===== src/rtl/buswatch_pkg.sv =====
package buswatch_pkg;

    localparam int NUM_CMP = 4;
    localparam int CMP_IW  = $clog2(NUM_CMP);
    localparam int CFG_AW  = CMP_IW + 3;

    localparam logic [1:0] FLD_CTRL = 2'd0;
    localparam logic [1:0] FLD_ADDR = 2'd1;
    localparam logic [1:0] FLD_DATA = 2'd2;
    localparam logic [1:0] FLD_MASK = 2'd3;

    typedef enum logic [1:0] {
        MODE_PLAIN   = 2'd0,
        MODE_INSIDE  = 2'd1,
        MODE_OUTSIDE = 2'd2
    } bw_mode_e;

    typedef struct packed {
        logic en;
        logic wr;
        logic sz_en;
        logic sz_word;
    } bw_ctrl_t;

endpackage


===== src/rtl/bw_cfg_regs.sv =====
module bw_cfg_regs
    import buswatch_pkg::*;
#(
    parameter int ADDR_W = 16,
    parameter int DATA_W = 16,
    parameter int CFG_W  = 32
) (
    input  logic                                clk,
    input  logic                                rst_n,
    input  logic                                cfg_we,
    input  logic [CFG_AW-1:0]                   cfg_addr,
    input  logic [CFG_W-1:0]                    cfg_wdata,
    output bw_ctrl_t [NUM_CMP-1:0]              ctrl_o,
    output logic [NUM_CMP-1:0][ADDR_W-1:0]      addr_o,
    output logic [NUM_CMP-1:0][DATA_W-1:0]      data_o,
    output logic [NUM_CMP-1:0][DATA_W-1:0]      mask_o,
    output bw_mode_e                            mode_o
);

    logic              mode_wr;
    logic              field_wr;
    logic [CMP_IW-1:0] sel_idx;
    logic [1:0]        sel_fld;
    bw_mode_e          mode_q;
    bw_mode_e          mode_d;
    logic              unused_wdata;

    assign mode_wr      = cfg_we &&  cfg_addr[CFG_AW-1];
    assign field_wr     = cfg_we && !cfg_addr[CFG_AW-1];
    assign sel_idx      = cfg_addr[2 +: CMP_IW];
    assign sel_fld      = cfg_addr[1:0];
    assign unused_wdata = ^cfg_wdata;

    // Mode state machine: next-state process
    always_comb begin
        mode_d = mode_q;
        if (mode_wr) begin
            unique case (cfg_wdata[1:0])
                2'd1:    mode_d = MODE_INSIDE;
                2'd2:    mode_d = MODE_OUTSIDE;
                default: mode_d = MODE_PLAIN;
            endcase
        end
    end

    // Mode state machine: state register
    always_ff @(posedge clk or negedge rst_n) begin
        if (!rst_n) begin
            mode_q <= MODE_PLAIN;
        end else begin
            mode_q <= mode_d;
        end
    end

    assign mode_o = mode_q;

    // Per-comparator field registers
    for (genvar i = 0; i < NUM_CMP; i++) begin : g_slot
        logic     slot_wr;
        bw_ctrl_t ctrl_q;
        logic [ADDR_W-1:0] addr_q;
        logic [DATA_W-1:0] data_q;
        logic [DATA_W-1:0] mask_q;

        assign slot_wr = field_wr && (sel_idx == CMP_IW'(i));

        always_ff @(posedge clk or negedge rst_n) begin
            if (!rst_n) begin
                ctrl_q <= '0;
                addr_q <= '0;
                data_q <= '0;
                mask_q <= '0;
            end else if (slot_wr) begin
                unique case (sel_fld)
                    FLD_CTRL: begin
                        ctrl_q.en      <= cfg_wdata[0];
                        ctrl_q.wr      <= cfg_wdata[1];
                        ctrl_q.sz_en   <= cfg_wdata[2];
                        ctrl_q.sz_word <= cfg_wdata[3];
                    end
                    FLD_ADDR: addr_q <= cfg_wdata[ADDR_W-1:0];
                    FLD_DATA: data_q <= cfg_wdata[DATA_W-1:0];
                    FLD_MASK: mask_q <= cfg_wdata[DATA_W-1:0];
                    default:  ;
                endcase
            end
        end

        assign ctrl_o[i] = ctrl_q;
        assign addr_o[i] = addr_q;
        assign data_o[i] = data_q;
        assign mask_o[i] = mask_q;
    end

    p_mode_reset_r1: assert property (@(posedge clk) disable iff (!rst_n)
        !$past(mode_wr) && ($past(mode_q) == MODE_PLAIN) |-> mode_q == MODE_PLAIN);

    p_mode_code3_r12: assert property (@(posedge clk) disable iff (!rst_n)
        mode_wr && (cfg_wdata[1:0] == 2'd3) |=> mode_q == MODE_PLAIN);

endmodule


===== src/rtl/bw_cmp_unit.sv =====
module bw_cmp_unit
    import buswatch_pkg::*;
#(
    parameter int ADDR_W   = 16,
    parameter int DATA_W   = 16,
    parameter bit HAS_DATA = 1'b1
) (
    input  logic              bus_valid,
    input  logic [ADDR_W-1:0] bus_addr,
    input  logic [DATA_W-1:0] bus_data,
    input  logic              bus_write,
    input  logic              bus_word,
    input  bw_ctrl_t          ctrl,
    input  logic [ADDR_W-1:0] ref_addr,
    input  logic [DATA_W-1:0] ref_data,
    input  logic [DATA_W-1:0] ref_mask,
    output logic              qual_o,
    output logic              addr_eq_o
);

    logic dir_ok;
    logic extra_ok;

    assign dir_ok = (bus_write == ctrl.wr);

    if (HAS_DATA) begin : g_data
        logic unused_size;
        assign unused_size = ctrl.sz_en ^ ctrl.sz_word ^ bus_word;
        assign extra_ok    = (((bus_data ^ ref_data) & ref_mask) == '0);
    end else begin : g_size
        logic unused_data;
        assign unused_data = ^{bus_data, ref_data, ref_mask};
        assign extra_ok    = !ctrl.sz_en || (bus_word == ctrl.sz_word);
    end

    assign qual_o    = bus_valid && ctrl.en && dir_ok && extra_ok;
    assign addr_eq_o = (bus_addr == ref_addr);

endmodule


===== src/rtl/bw_range_unit.sv =====
module bw_range_unit
    import buswatch_pkg::*;
#(
    parameter int ADDR_W = 16
) (
    input  bw_mode_e          mode,
    input  logic [ADDR_W-1:0] bus_addr,
    input  logic [ADDR_W-1:0] lo_addr,
    input  logic [ADDR_W-1:0] hi_addr,
    input  logic              qual_lo,
    input  logic              qual_hi,
    input  logic              eq_lo,
    input  logic              eq_hi,
    output logic              hit_lo,
    output logic              hit_hi
);

    logic above_lo;
    logic below_hi;
    logic pair_ok;

    assign above_lo = (bus_addr >= lo_addr);
    assign below_hi = (bus_addr <= hi_addr);
    assign pair_ok  = qual_lo && qual_hi;

    always_comb begin
        unique case (mode)
            MODE_PLAIN: begin
                hit_lo = qual_lo && eq_lo;
                hit_hi = qual_hi && eq_hi;
            end
            MODE_INSIDE: begin
                hit_lo = pair_ok && above_lo && below_hi;
                hit_hi = 1'b0;
            end
            MODE_OUTSIDE: begin
                hit_lo = pair_ok && (!above_lo || !below_hi);
                hit_hi = 1'b0;
            end
            default: begin
                hit_lo = 1'b0;
                hit_hi = 1'b0;
            end
        endcase
    end

endmodule


===== src/rtl/buswatch_bank.sv =====
module buswatch_bank
    import buswatch_pkg::*;
#(
    parameter int ADDR_W = 16,
    parameter int DATA_W = 16,
    parameter int CFG_W  = 32
) (
    input  logic               clk,
    input  logic               rst_n,
    input  logic               cfg_we,
    input  logic [CFG_AW-1:0]  cfg_addr,
    input  logic [CFG_W-1:0]   cfg_wdata,
    input  logic               bus_valid,
    input  logic [ADDR_W-1:0]  bus_addr,
    input  logic [DATA_W-1:0]  bus_data,
    input  logic               bus_write,
    input  logic               bus_word,
    output logic [NUM_CMP-1:0] match_o
);

    bw_ctrl_t [NUM_CMP-1:0]         ctrl;
    logic [NUM_CMP-1:0][ADDR_W-1:0] ref_addr;
    logic [NUM_CMP-1:0][DATA_W-1:0] ref_data;
    logic [NUM_CMP-1:0][DATA_W-1:0] ref_mask;
    bw_mode_e                       mode;
    logic [NUM_CMP-1:0]             qual;
    logic [NUM_CMP-1:0]             addr_eq;
    logic [NUM_CMP-1:0]             hit_d;
    logic [NUM_CMP-1:0]             match_q;

    bw_cfg_regs #(
        .ADDR_W (ADDR_W),
        .DATA_W (DATA_W),
        .CFG_W  (CFG_W)
    ) u_cfg (
        .clk       (clk),
        .rst_n     (rst_n),
        .cfg_we    (cfg_we),
        .cfg_addr  (cfg_addr),
        .cfg_wdata (cfg_wdata),
        .ctrl_o    (ctrl),
        .addr_o    (ref_addr),
        .data_o    (ref_data),
        .mask_o    (ref_mask),
        .mode_o    (mode)
    );

    // Even slots compare data, odd slots qualify on access size
    for (genvar i = 0; i < NUM_CMP; i++) begin : g_cmp
        bw_cmp_unit #(
            .ADDR_W   (ADDR_W),
            .DATA_W   (DATA_W),
            .HAS_DATA ((i % 2) == 0)
        ) u_unit (
            .bus_valid (bus_valid),
            .bus_addr  (bus_addr),
            .bus_data  (bus_data),
            .bus_write (bus_write),
            .bus_word  (bus_word),
            .ctrl      (ctrl[i]),
            .ref_addr  (ref_addr[i]),
            .ref_data  (ref_data[i]),
            .ref_mask  (ref_mask[i]),
            .qual_o    (qual[i]),
            .addr_eq_o (addr_eq[i])
        );
    end

    // Slots 0/1 may pair into a range check
    bw_range_unit #(
        .ADDR_W (ADDR_W)
    ) u_range (
        .mode     (mode),
        .bus_addr (bus_addr),
        .lo_addr  (ref_addr[0]),
        .hi_addr  (ref_addr[1]),
        .qual_lo  (qual[0]),
        .qual_hi  (qual[1]),
        .eq_lo    (addr_eq[0]),
        .eq_hi    (addr_eq[1]),
        .hit_lo   (hit_d[0]),
        .hit_hi   (hit_d[1])
    );

    // Remaining slots always work as plain comparators
    for (genvar j = 2; j < NUM_CMP; j++) begin : g_plain
        assign hit_d[j] = qual[j] && addr_eq[j];
    end

    always_ff @(posedge clk or negedge rst_n) begin
        if (!rst_n) begin
            match_q <= '0;
        end else begin
            match_q <= hit_d;
        end
    end

    assign match_o = match_q;

    for (genvar k = 0; k < NUM_CMP; k++) begin : g_chk
        p_disabled_quiet_r3: assert property (@(posedge clk) disable iff (!rst_n)
            !ctrl[k].en |=> !match_o[k]);
    end

    p_idle_quiet_r11: assert property (@(posedge clk) disable iff (!rst_n)
        !bus_valid |=> match_o == '0);

    p_dir_guard_r4: assert property (@(posedge clk) disable iff (!rst_n)
        bus_valid && (bus_write != ctrl[2].wr) |=> !match_o[2]);

    p_size_guard_r6: assert property (@(posedge clk) disable iff (!rst_n)
        ctrl[3].sz_en && (bus_word != ctrl[3].sz_word) |=> !match_o[3]);

    p_pair_hi_quiet_r8: assert property (@(posedge clk) disable iff (!rst_n)
        (mode != MODE_PLAIN) |=> !match_o[1]);

    p_inside_below_r8: assert property (@(posedge clk) disable iff (!rst_n)
        (mode == MODE_INSIDE) && (bus_addr < ref_addr[0]) |=> !match_o[0]);

    p_outside_within_r9: assert property (@(posedge clk) disable iff (!rst_n)
        (mode == MODE_OUTSIDE) && (bus_addr >= ref_addr[0]) && (bus_addr <= ref_addr[1])
        |=> !match_o[0]);

endmodule


===== config.mk =====
export PLATFORM = sky130hd
export DESIGN_NAME = buswatch_bank
export DESIGN_NICKNAME = d
export VERILOG_FILES = /design/src/rtl/buswatch_pkg.sv /design/src/rtl/bw_cfg_regs.sv /design/src/rtl/bw_cmp_unit.sv /design/src/rtl/bw_range_unit.sv /design/src/rtl/buswatch_bank.sv
export SDC_FILE = /design/constraint.sdc
export NUM_CORES = 1
export LEC_CHECK = 0
export ABC_CLOCK_PERIOD_IN_PS = 2700
export BUFFER_PORTS_ARGS = -buffer_cell sky130_fd_sc_hd__buf_2
export CAP_MARGIN = 20
export CORE_ASPECT_RATIO = 0.9
export CORE_MARGIN = 4
export CORE_UTILIZATION = 45
export DETAILED_ROUTE_END_ITERATION = 10
export PLACE_DENSITY = 0.65
export SYNTH_ARGS = -nofsm -noshare
export SYNTH_HDL_FRONTEND = slang
export SYNTH_SLANG_ARGS = --single-unit
export TNS_END_PERCENT = 5

===== constraint.sdc =====
create_clock -name clk -period 2.7 [get_ports clk]
set_input_delay 0.135 -clock clk [delete_from_list [all_inputs] [get_ports clk]]
set_output_delay 0.135 -clock clk [all_outputs]
set_load 0.02 [all_outputs]

==> results of run 1 <==
==> metrics by stage <==
stage | cell area [um^2] | hold WS (ps) | std cells | worst slack, ps | total power (uW)
finish | 8320 | 29.6 | 844 | 455 | 6280
floorplan | 7180 | -161 | 555 | 817 | 3640
detailed placement | 7740 | 181 | 811 | 420 | 4050
global route | 8320 | 46.4 | 844 | 171 | 6640
CTS | 8320 | 21.9 | 844 | 411 | 6350
global placement | 7740 | 172 | 811 | 476 | 3970
==> worst max-delay path: stages, from the launching register on <==
cell and delay (ps):
dfrtp_1 350, inv_1 50, ha_1 310, nand4_1 210, nor4_1 520, nor2_1 100, a211oi_2 290, mux2i_1 220
o21ai_1 90
==> power breakdown <==
part | internal, uW | switching, uW
combinational | 618 | 537
clock | 1360 | 932
sequential | 2600 | 236
==> state kept, by name (all words and copies together) (netlist names) <==
name and cells:
u_cfg.ctrl_o 12, u_cfg.g_slot.data_q 32, u_cfg.g_slot.addr_q 64, u_cfg.mode_o 2
u_cfg.g_slot.mask_q 32, match_o 4
==> synthesized netlist by cell type, types with 5 or more instances <==
cell type / count / share of area, %
nand4_1: 12 / 1.0
a21oi_1: 15 / 1.0
nor2b_1: 5 / 0.44
mux2_2: 136 / 21
xor2_1: 62 / 7.6
buf_2: 7 / 0.49
dfrtp_1: 146 / 51
nand3_1: 11 / 0.77
ha_1: 32 / 5.6
o21ai_0: 5 / 0.35
inv_1: 32 / 1.7
nor4_1: 9 / 0.78
a22oi_1: 10 / 1.0
nand2_1: 16 / 0.84
nor2_1: 6 / 0.31
xnor2_1: 8 / 0.98
==> area by class of cell <==
cell class                 count  area (um^2)  share of cell area [%]
clock buffer                  19          433                    5.20
clock inverter                13          138                    1.65
inverter                      32          120                    1.44
multi-input combinational    363         3340                    40.1
sequential                   146         3650                    43.9
tap                          202          253                    3.04
timing repair buffer          69          384                    4.62
==> cells by family after synthesis <==
group / synth area share, %
xor+xnor: 8.53
simple gates: 5.75
buf+inv: 2.68
fa+ha+maj: 5.57
flops: 50.9
mux: 22.1
compound gates: 4.53
==> cells in the final DEF (no fill, tap or decap), types with 3 or more instances in the layout <==
cell type	n
nand2_1	16
buf_4	5
clkinv_2	3
a21oi_1	15
and3_1	3
buf_2	61
clkbuf_16	17
dfrtp_1	146
nor4_1	9
mux2_1	4
nand2b_1	3
a21o_1	4
nor2b_1	5
xnor2_1	8
mux2_2	136
nor2_1	6
a22oi_1	10
ha_1	32
nand3_1	11
clkinvlp_4	6
inv_1	32
nand4_1	12
xor2_1	62
o21ai_0	5
==> layer usage <==
layer | track usage (%) | part of all wire [%] | up-vias
li1 | - | - | 2128
met1 | 25.2 | 45 | 2324
met2 | 33.1 | 50 | 79
met3 | 4.44 | 3.6 | 26
met4 | 5.98 | 1.6 | 0
met5 | 0 | 0 | -
==> path summary, 6_finish.rpt <==
check                           slack (ps)  cells after the start                       start                        end
worst max-delay path                   450                      8  u_cfg.g_slot[1].addr_q[14]                 match_o[0]
worst min-delay path                    30                      3                   bus_valid                 match_o[3]
worst max register to register         450                      8  u_cfg.g_slot[1].addr_q[14]                 match_o[0]
worst min register to register         480                      1            u_cfg.ctrl_o[13]                 match_o[3]
max in group asynchronous             1620                      3                       rst_n  u_cfg.g_slot[2].mask_q[3]
min in group asynchronous              290                      2                       rst_n  u_cfg.g_slot[0].addr_q[1]
==> results.py, run 1 <==
metrics = {
    "sta": {
        "fmax_mhz": 445,
        "slew_violations": 0,
        "period_needed_ps": 2250,
        "rsz0062_at_grt": "false",
        "tns_ps": 0,
        "fin_skew_ps": 6.83,
        "worstMarginPinSlew_ps": 847,
        "setup_viol": 0,
        "period_share_pct": 83.2,
        "slew_headroom_pct": 43.4,
        "hold_viol": 0,
    },
    "clocking": {
        "cts_tree": "yes",
        "cts_resized": 0,
        "clock_latency_ps": 420,
        "clk_path_buf_depth": 2,
        "clk_pin_slew_worst_paths_ps": 60,
        "hold_buffers": 1,
        "cts_max_level": 4,
        "cts_made_buffers": 17,
        "clock_sinks": 146,
        "cts_setup_buffers": 0,
        "cts-root-buf": "clkbuf_16",
    },
    "placed_design": {
        "gp_congestion": 0.820,
        "portBuffers": 62,
        "dp_hpwl_mm": 11.9,
    },
    "grt": {
        "grt_pass1_wl_mm": 26.9,
        "grt_max_degree": 67,
        "grt.total_usage_pct": 19.6,
        "gr-total-overflow": 0,
        "grt_antenna_before_repair": 0,
        "grt_pass1_vias": 5015,
    },
    "finish": {
        "drive_gt1_share_pct": 37.4,
        "fillCellCount": 1324,
        "final_util_pct": 53.5,
        "antenna_cells": 0,
        "synthToLayoutAreaGrowth_pct": 15.8,
        "final_nets": 736,
    },
    "power": {
        "p_per_area_mw_per_mm2": 755,
        "ir_drop_mv": 0.531,
        "p_leak_uw": 0.00397,
    },
    "synthesis": {
        "synth_area_mm2": 0.00718,
        "syn_area_per_cell_um2": 12.9,
        "syn-num-nets": 662,
        "ys.flop_type": "dfrtp_1",
        "synthCells": 555,
        "yosysUniqueCellTypes": 41,
        "synth_warnings": 0,
        "yosysSeqAreaShare_pct": 50.9,
        "ys_seq_elements": 146,
        "async_flop_share_pct": 100,
        "synth_edf_count": 0,
    },
    "detailed_routing": {
        "drc": 0,
        "drt_pass1_iterations": 7,
        "vias": 4557,
        "antenna_left": 0,
        "routed_via_density": 5.40,
        "drt_iter0_drc": 154,
        "totalWireLength_mm": 16.4,
        "wl_per_cell_um": 19.5,
    },
    "worst_setup_path": {
        "worstSetupEndpointType": "flip-flop",
        "arrival_ps": 2550,
        "cp_max_fo": 3,
        "crit_path_start_kind": "flip-flop",
        "worstPathRequired_ps": 3000,
        "critical_path_class": "reg2reg",
    },
    "run": {
        "drv_cap": 0,
    },
    "floorplanning": {
        "io_pins": 79,
        "die_area_mm2": 0.0181,
        "fp.dieH_um": 128,
        "row_count": 43,
        "die_w_um": 141,
        "start_util_pct": 46.2,
        "core_region_area_mm2": 0.0155,
    },
    "worst_hold_path": {
        "hold_class": "in2reg",
    },
    "outcome": {
        "status": "finished clean",
    },
}
No activity file was read; power rests on OpenSTA's default activity.
==> run 2, diff against run 1 <==
--- a/config.mk
+++ b/config.mk
@@ -5,14 +5,14 @@
 export SDC_FILE = /design/constraint.sdc
 export NUM_CORES = 1
 export LEC_CHECK = 0
-export ABC_CLOCK_PERIOD_IN_PS = 2700
+export ABC_CLOCK_PERIOD_IN_PS = 1900
 export BUFFER_PORTS_ARGS = -buffer_cell sky130_fd_sc_hd__buf_2
 export CAP_MARGIN = 20
 export CORE_ASPECT_RATIO = 0.9
 export CORE_MARGIN = 4
 export CORE_UTILIZATION = 45
 export DETAILED_ROUTE_END_ITERATION = 10
-export PLACE_DENSITY = 0.65
+export PLACE_DENSITY = 0.67
 export SYNTH_ARGS = -nofsm -noshare
 export SYNTH_HDL_FRONTEND = slang
 export SYNTH_SLANG_ARGS = --single-unit
==> constraint.sdc (replaced) <==
create_clock -name clk -period 1.9 [get_ports clk]
set_input_delay 0.095 -clock clk [delete_from_list [all_inputs] [get_ports clk]]
set_output_delay 0.095 -clock clk [all_outputs]
set_load 0.02 [all_outputs]
==> run 2 against run 1 <==
- the run now ends with negative setup slack left
- global-route usage up 0.42 points
- sequential power up 42%
- clock power up 52%
- largest power group unchanged
- highest routed layer unchanged
==> results.py, run 2 (synthesis results as in run 1) <==
metrics = {
    "outcome": {
        "status": "finished with violations",
        "violations": "negative setup slack",
    },
    "clocking": {
        "cts_max_level": 4,
        "clk_path_buf_depth": 2,
        "clock_latency_ps": 420,
        "cts_tree": "yes",
        "clock_sinks": 146,
        "clk_pin_slew_worst_paths_ps": 60,
        "cts-root-buf": "clkbuf_16",
        "cts_made_buffers": 17,
    },
    "floorplanning": {
        "core_region_area_mm2": 0.0155,
        "io_pins": 79,
        "die_w_um": 141,
        "die_area_mm2": 0.0181,
        "start_util_pct": 46.2,
        "row_count": 43,
        "fp.dieH_um": 128,
    },
    "worst_setup_path": {
        "critical_path_class": "reg2reg",
        "cpPeakStageDelay_ps": 350,
        "cp_top_family": "compound AO/OA/AOI/OAI gates",
        "timing.critical_path.cells": "inv_1, ha_4, nand4_1, or2_4, a2111oi_4, nor4_2, a211oi_2, mux2i_1, o21ai_1",
        "worstSetupEndpointType": "flip-flop",
        "worst_path_max_delay_cell": "dfrtp_1",
        "arrival_ps": 2410,
        "cp_num_buf_inv": 1,
        "worstPathRequired_ps": 2210,
        "crit_path_start_kind": "flip-flop",
        "cp_max_fo": 3,
    },
    "detailed_routing": {
        "routed_via_density": 5.44,
        "vias": 4748,
        "antenna_left": 0,
        "drc": 0,
        "totalWireLength_mm": 17.7,
        "drt_pass1_iterations": 4,
        "wl_per_cell_um": 20.3,
        "drt_iter0_drc": 252,
    },
    "finish": {
        "largest_reg_flops": 64,
        "synthToLayoutAreaGrowth_pct": 22.5,
        "final_common_cell": "dfrtp_1",
        "final_nets": 764,
        "drive_gt1_share_pct": 43.1,
        "mostFrequentLayoutCells": "dfrtp_1 (146), mux2_2 (136), xor2_1 (62)",
        "final_util_pct": 56.6,
        "design_area_mm2": 0.00880,
        "reg.largest.list": "u_cfg.g_slot.addr_q (64), u_cfg.g_slot.data_q (32), u_cfg.g_slot.mask_q (32)",
        "antenna_cells": 0,
        "regMostFlops": "u_cfg.g_slot.addr_q",
    },
    "sta": {
        "fin_skew_ps": 7.78,
        "tns_ps": -200,
        "slew_headroom_pct": 61.2,
        "slew_violations": 0,
        "hold_viol": 0,
        "fmax_mhz": 476,
        "setup_ws_ps": -200,
        "period_share_pct": 111,
        "setup_viol": 1,
        "worstMarginPinSlew_ps": 576,
        "period_needed_ps": 2100,
        "rsz0062_at_grt": "true",
    },
    "power": {
        "p_per_area_mw_per_mm2": 1070,
        "clkPwrFrac_pct": 37.0,
        "ir_drop_mv": 0.807,
        "power_frac_comb_pct": 20.1,
        "switchingPower_uw": 2530,
        "switching_share_pct": 26.8,
        "internal_power_uw": 6890,
        "seqPwrFrac_pct": 42.9,
        "p_leak_uw": 0.00415,
    },
    "grt": {
        "grt_antenna_before_repair": 0,
        "grt_pass1_wl_mm": 27.6,
        "gr-total-overflow": 0,
        "grt.total_usage_pct": 20.0,
        "grt_max_degree": 57,
        "grt_pass1_vias": 5105,
    },
    "worst_hold_path": {
        "hold_class": "in2reg",
    },
    "placed_design": {
        "placed_area_mm2": 0.00792,
        "dp_hpwl_mm": 12.5,
        "gp_congestion": 0.835,
        "portBuffers": 62,
    },
    "run": {
        "drv_cap": 0,
    },
}
-- run 2: power by group through the flow --
stage               clock (uW)  sequential (uW)  combinational, uW
floorplan                    0             4000               1170
global placement             0             4050               1670
detailed placement           0             4100               1740
CTS                       3550             4040               1790
global route              3690             4110               2110
finish                    3480             4040               1890
-- run 2: worst paths after layout --
path | cells after the start | to | startpoint | slack, ps
max | 9 | match_o[0] | u_cfg.g_slot[0].addr_q[11] | -200
min | 3 | u_cfg.mode_o[1] | cfg_we | 40
max reg2reg | 9 | match_o[0] | u_cfg.g_slot[0].addr_q[11] | -200
min reg2reg | 1 | u_cfg.g_slot[2].mask_q[14] | u_cfg.g_slot[2].mask_q[14] | 490
max in group asynchronous | 3 | u_cfg.g_slot[2].data_q[10] | rst_n | 1030
min in group asynchronous | 2 | u_cfg.g_slot[0].addr_q[2] | rst_n | 190
-- run 2: per-layer routing --
| layer | vias to the layer above | wire [um] | GRT usage, % |
|---|---|---|---|
| met3 | 24 | 665 | 4.40 |
| met5 | - | 0 | 0 |
| met1 | 2456 | 7500 | 25.2 |
| met2 | 96 | 9200 | 34.7 |
| li1 | 2172 | - | - |
| met4 | 0 | 333 | 5.87 |
-- run 2: timing repair --
item	in CTS	in global routing
gates resized for setup	8	15
endpoints found under the hold margin	53	0
setup buffers	3	1
gates cloned	0	0
endpoints found under the setup margin	1	1
pin swaps	7	4
hold buffers	2	0
-- run 2: per-stage QoR --
step | instances | hold slack (ps) | setup WS [ps] | power, uW
floorplan | 555 | -201 | 17.0 | 5170
global placement | 834 | 88.3 | -68.5 | 5720
detailed placement | 834 | 92.0 | -186 | 5830
CTS | 871 | 27.5 | -135 | 9380
global route | 872 | 57.9 | -357 | 9910
finish | 872 | 43.5 | -200 | 9420
-- run 2: worst register-to-register path, delay by kind of cell (launching register included) --
kind / cells / cell delay (ps)
AO/OA/AOI/OAI: 3 / 520
adder cells (fa/ha/maj): 1 / 280
AND/OR/NAND/NOR: 3 / 510
buffers and inverters: 1 / 80
flip-flops: 1 / 350
multiplexers: 1 / 250
-- run 2: area by class of cell --
cell class              instances  area, um^2
well taps                     202         253
multi-input cells             363        3540
inverters                      32         120
clock inverters                11         153
repair buffers                 97         609
clock buffers                  21         470
fillers                      1273        6750
flip-flops and latches        146        3650
==> run 3, diff against run 2 <==
--- a/config.mk
+++ b/config.mk
@@ -5,14 +5,14 @@
 export SDC_FILE = /design/constraint.sdc
 export NUM_CORES = 1
 export LEC_CHECK = 0
-export ABC_CLOCK_PERIOD_IN_PS = 1900
+export ABC_CLOCK_PERIOD_IN_PS = 2250
 export BUFFER_PORTS_ARGS = -buffer_cell sky130_fd_sc_hd__buf_2
 export CAP_MARGIN = 20
 export CORE_ASPECT_RATIO = 0.9
 export CORE_MARGIN = 4
 export CORE_UTILIZATION = 45
 export DETAILED_ROUTE_END_ITERATION = 10
-export PLACE_DENSITY = 0.67
+export PLACE_DENSITY = 0.65
 export SYNTH_ARGS = -nofsm -noshare
 export SYNTH_HDL_FRONTEND = slang
 export SYNTH_SLANG_ARGS = --single-unit
==> constraint.sdc (replaced) <==
create_clock -name clk -period 2.25 [get_ports clk]
set_input_delay 0.1125 -clock clk [delete_from_list [all_inputs] [get_ports clk]]
set_output_delay 0.1125 -clock clk [all_outputs]
set_load 0.02 [all_outputs]
==> run 3 against run 2 <==
- the run now ends clean
- worst hold slack worse by 5.9 ps
- global-route usage down 0.64 points
- sequential cell count unchanged
- critical path depth unchanged
- power down 15%
- sequential power down 16%
- critical path type unchanged
- largest cell class unchanged
- largest power group unchanged
==> results.py, run 3 (synthesis results as in run 1) <==
metrics = {
    "placed_design": {
        "place_ws_ps": 83.9,
        "portBuffers": 62,
        "placed_area_mm2": 0.00779,
        "dp_hpwl_mm": 12.0,
        "gp_congestion": 0.881,
    },
    "worst_setup_path": {
        "crit_path_start_kind": "flip-flop",
        "cp_top_family": "simple AND/OR/NAND/NOR gates",
        "r2r_setup_slack_ps": 150,
        "endpoint": "match_o[0]",
        "worstSetupEndpointType": "flip-flop",
        "worstPathRequired_ps": 2550,
        "cp_num_buf_inv": 2,
        "timing.critical_path.cells": "inv_1, ha_1, nand4_1, nor4_2, buf_4, nor2_1, a211oi_2, mux2i_1, o21ai_1",
        "startpoint": "u_cfg.g_slot[1].addr_q[15]",
        "arrival_ps": 2410,
        "r2r-end": "match_o[0]",
        "r2r_start": "u_cfg.g_slot[1].addr_q[15]",
        "cpPeakStageDelay_ps": 340,
        "cp.depth": 9,
        "cp_max_fo": 3,
        "rr_worst_depth": 9,
        "critical_path_class": "reg2reg",
        "worst_path_max_delay_cell": "dfrtp_1",
    },
    "worst_hold_path": {
        "hold_class": "in2reg",
        "whs_path_depth": 3,
    },
    "finish": {
        "mostFrequentLayoutCells": "dfrtp_1 (146), mux2_2 (136), xor2_1 (62)",
        "antenna_cells": 0,
        "register_area_mm2": 0.00365,
        "regMostFlops": "u_cfg.g_slot.addr_q",
        "synthToLayoutAreaGrowth_pct": 18.8,
        "final_util_pct": 54.9,
        "multiInputGateArea_mm2": 0.00338,
        "final_common_cell": "dfrtp_1",
        "drive_gt1_share_pct": 39.0,
        "design_area_mm2": 0.00853,
        "largest_reg_flops": 64,
        "reg.largest.list": "u_cfg.g_slot.addr_q (64), u_cfg.g_slot.data_q (32), u_cfg.g_slot.mask_q (32)",
        "final_nets": 745,
        "fillCellCount": 1325,
    },
    "detailed_routing": {
        "vias": 4586,
        "drc": 0,
        "wl_per_cell_um": 19.6,
        "drt_pass1_iterations": 4,
        "antenna_left": 0,
        "totalWireLength_mm": 16.7,
        "drt_iter0_drc": 236,
        "routed_via_density": 5.38,
    },
    "clocking": {
        "cts_made_buffers": 17,
        "clock_sinks": 146,
        "clk_pin_slew_worst_paths_ps": 60,
        "cts_max_level": 4,
        "cts-root-buf": "clkbuf_16",
        "clk_path_buf_depth": 2,
        "cts_tree": "yes",
        "clock_latency_ps": 430,
    },
    "floorplanning": {
        "io_pins": 79,
        "die_w_um": 141,
        "die_area_mm2": 0.0181,
        "start_util_pct": 46.2,
        "fp.dieH_um": 128,
        "core_region_area_mm2": 0.0155,
        "row_count": 43,
    },
    "grt": {
        "grt_max_degree": 75,
        "grt_antenna_before_repair": 0,
        "gr-total-overflow": 0,
        "grt.total_usage_pct": 19.4,
        "grt_pass1_wl_mm": 26.8,
        "grt_pass1_vias": 5042,
    },
    "sta": {
        "period_needed_ps": 2100,
        "fin_skew_ps": 7.65,
        "slew_headroom_pct": 51.7,
        "setup_ws_ps": 146,
        "hold_viol": 0,
        "fmax_mhz": 475,
        "period_share_pct": 93.5,
        "slew_violations": 0,
        "worstMarginPinSlew_ps": 724,
        "setup_viol": 0,
    },
    "power": {
        "p_per_area_mw_per_mm2": 940,
        "internal_power_uw": 5950,
        "switchingPower_uw": 2070,
        "ir_drop_mv": 0.606,
        "p_leak_uw": 0.00408,
        "seqPwrFrac_pct": 42.6,
        "clkPwrFrac_pct": 39.8,
        "power_frac_comb_pct": 17.7,
        "switching_share_pct": 25.8,
    },
    "run": {
        "drv_cap": 0,
    },
    "outcome": {
        "status": "finished clean",
    },
}
run 3: worst min-delay path by stage:
| stage | start | endpoint | slack, ps |
|---|---|---|---|
| 6_report | cfg_we | u_cfg.mode_o[1] | 40 |
| 3_5_place_dp | rst_n | u_cfg.g_slot[1].addr_q[2] | 170 |
| 3_3_place_gp | rst_n | u_cfg.g_slot[1].addr_q[2] | 160 |
| 4_1_cts | cfg_we | u_cfg.mode_o[1] | 20 |
| 2_1_floorplan | rst_n | match_o[0] | -180 |
| 5_1_grt | cfg_we | u_cfg.mode_o[1] | 50 |
run 3: power groups by stage:
stage                     combinational (uW)  clock (uW)  sequential, uW
after global routing                    1600        3350            3470
after floorplan                          991           0            3380
final                                   1420        3190            3410
after CTS                               1420        3230            3410
after detailed placement                1410           0            3460
after global placement                  1350           0            3420
run 3: layout make-up:
class / count / share of cell area, %
Sequential cell: 146 / 42.8
Clock buffer: 21 / 5.51
Multi-Input combinational cell: 363 / 39.7
Clock inverter: 11 / 2.32
Inverter: 32 / 1.41
Timing Repair Buffer: 78 / 5.32
Tap cell: 202 / 2.96
run 3: timing repair:
item | 4_1_cts | 5_1_grt
gates resized for setup | 0 | 5
setup buffers | 0 | 1
setup endpoints to repair | 0 | 1
hold buffers | 2 | 0
endpoints found under the hold margin | 72 | 0
run 3: metal layers:
| layer | up-vias | share of wire, % | track usage, % |
|---|---|---|---|
| li1 | 2134 | - | - |
| met1 | 2359 | 45 | 25.0 |
| met2 | 70 | 50 | 32.9 |
| met3 | 23 | 3.3 | 4.51 |
| met4 | 0 | 1.5 | 5.47 |
| met5 | - | 0 | 0 |
run 3: stage by stage:
stage                     hold WS, ps  setup TNS (ps)  std cells  power, uW
after floorplan                  -183               0        555       4370
after global placement            165               0        818       4770
after detailed placement          173               0        818       4860
after CTS                        24.5               0        852       8070
after global routing             45.5           -3.73        853       8420
final                            37.6               0        853       8020
run 3: worst min-delay path: stages:
cell and delay (ps):
buf_2 100, nand2_1 110, o21ai_0 90
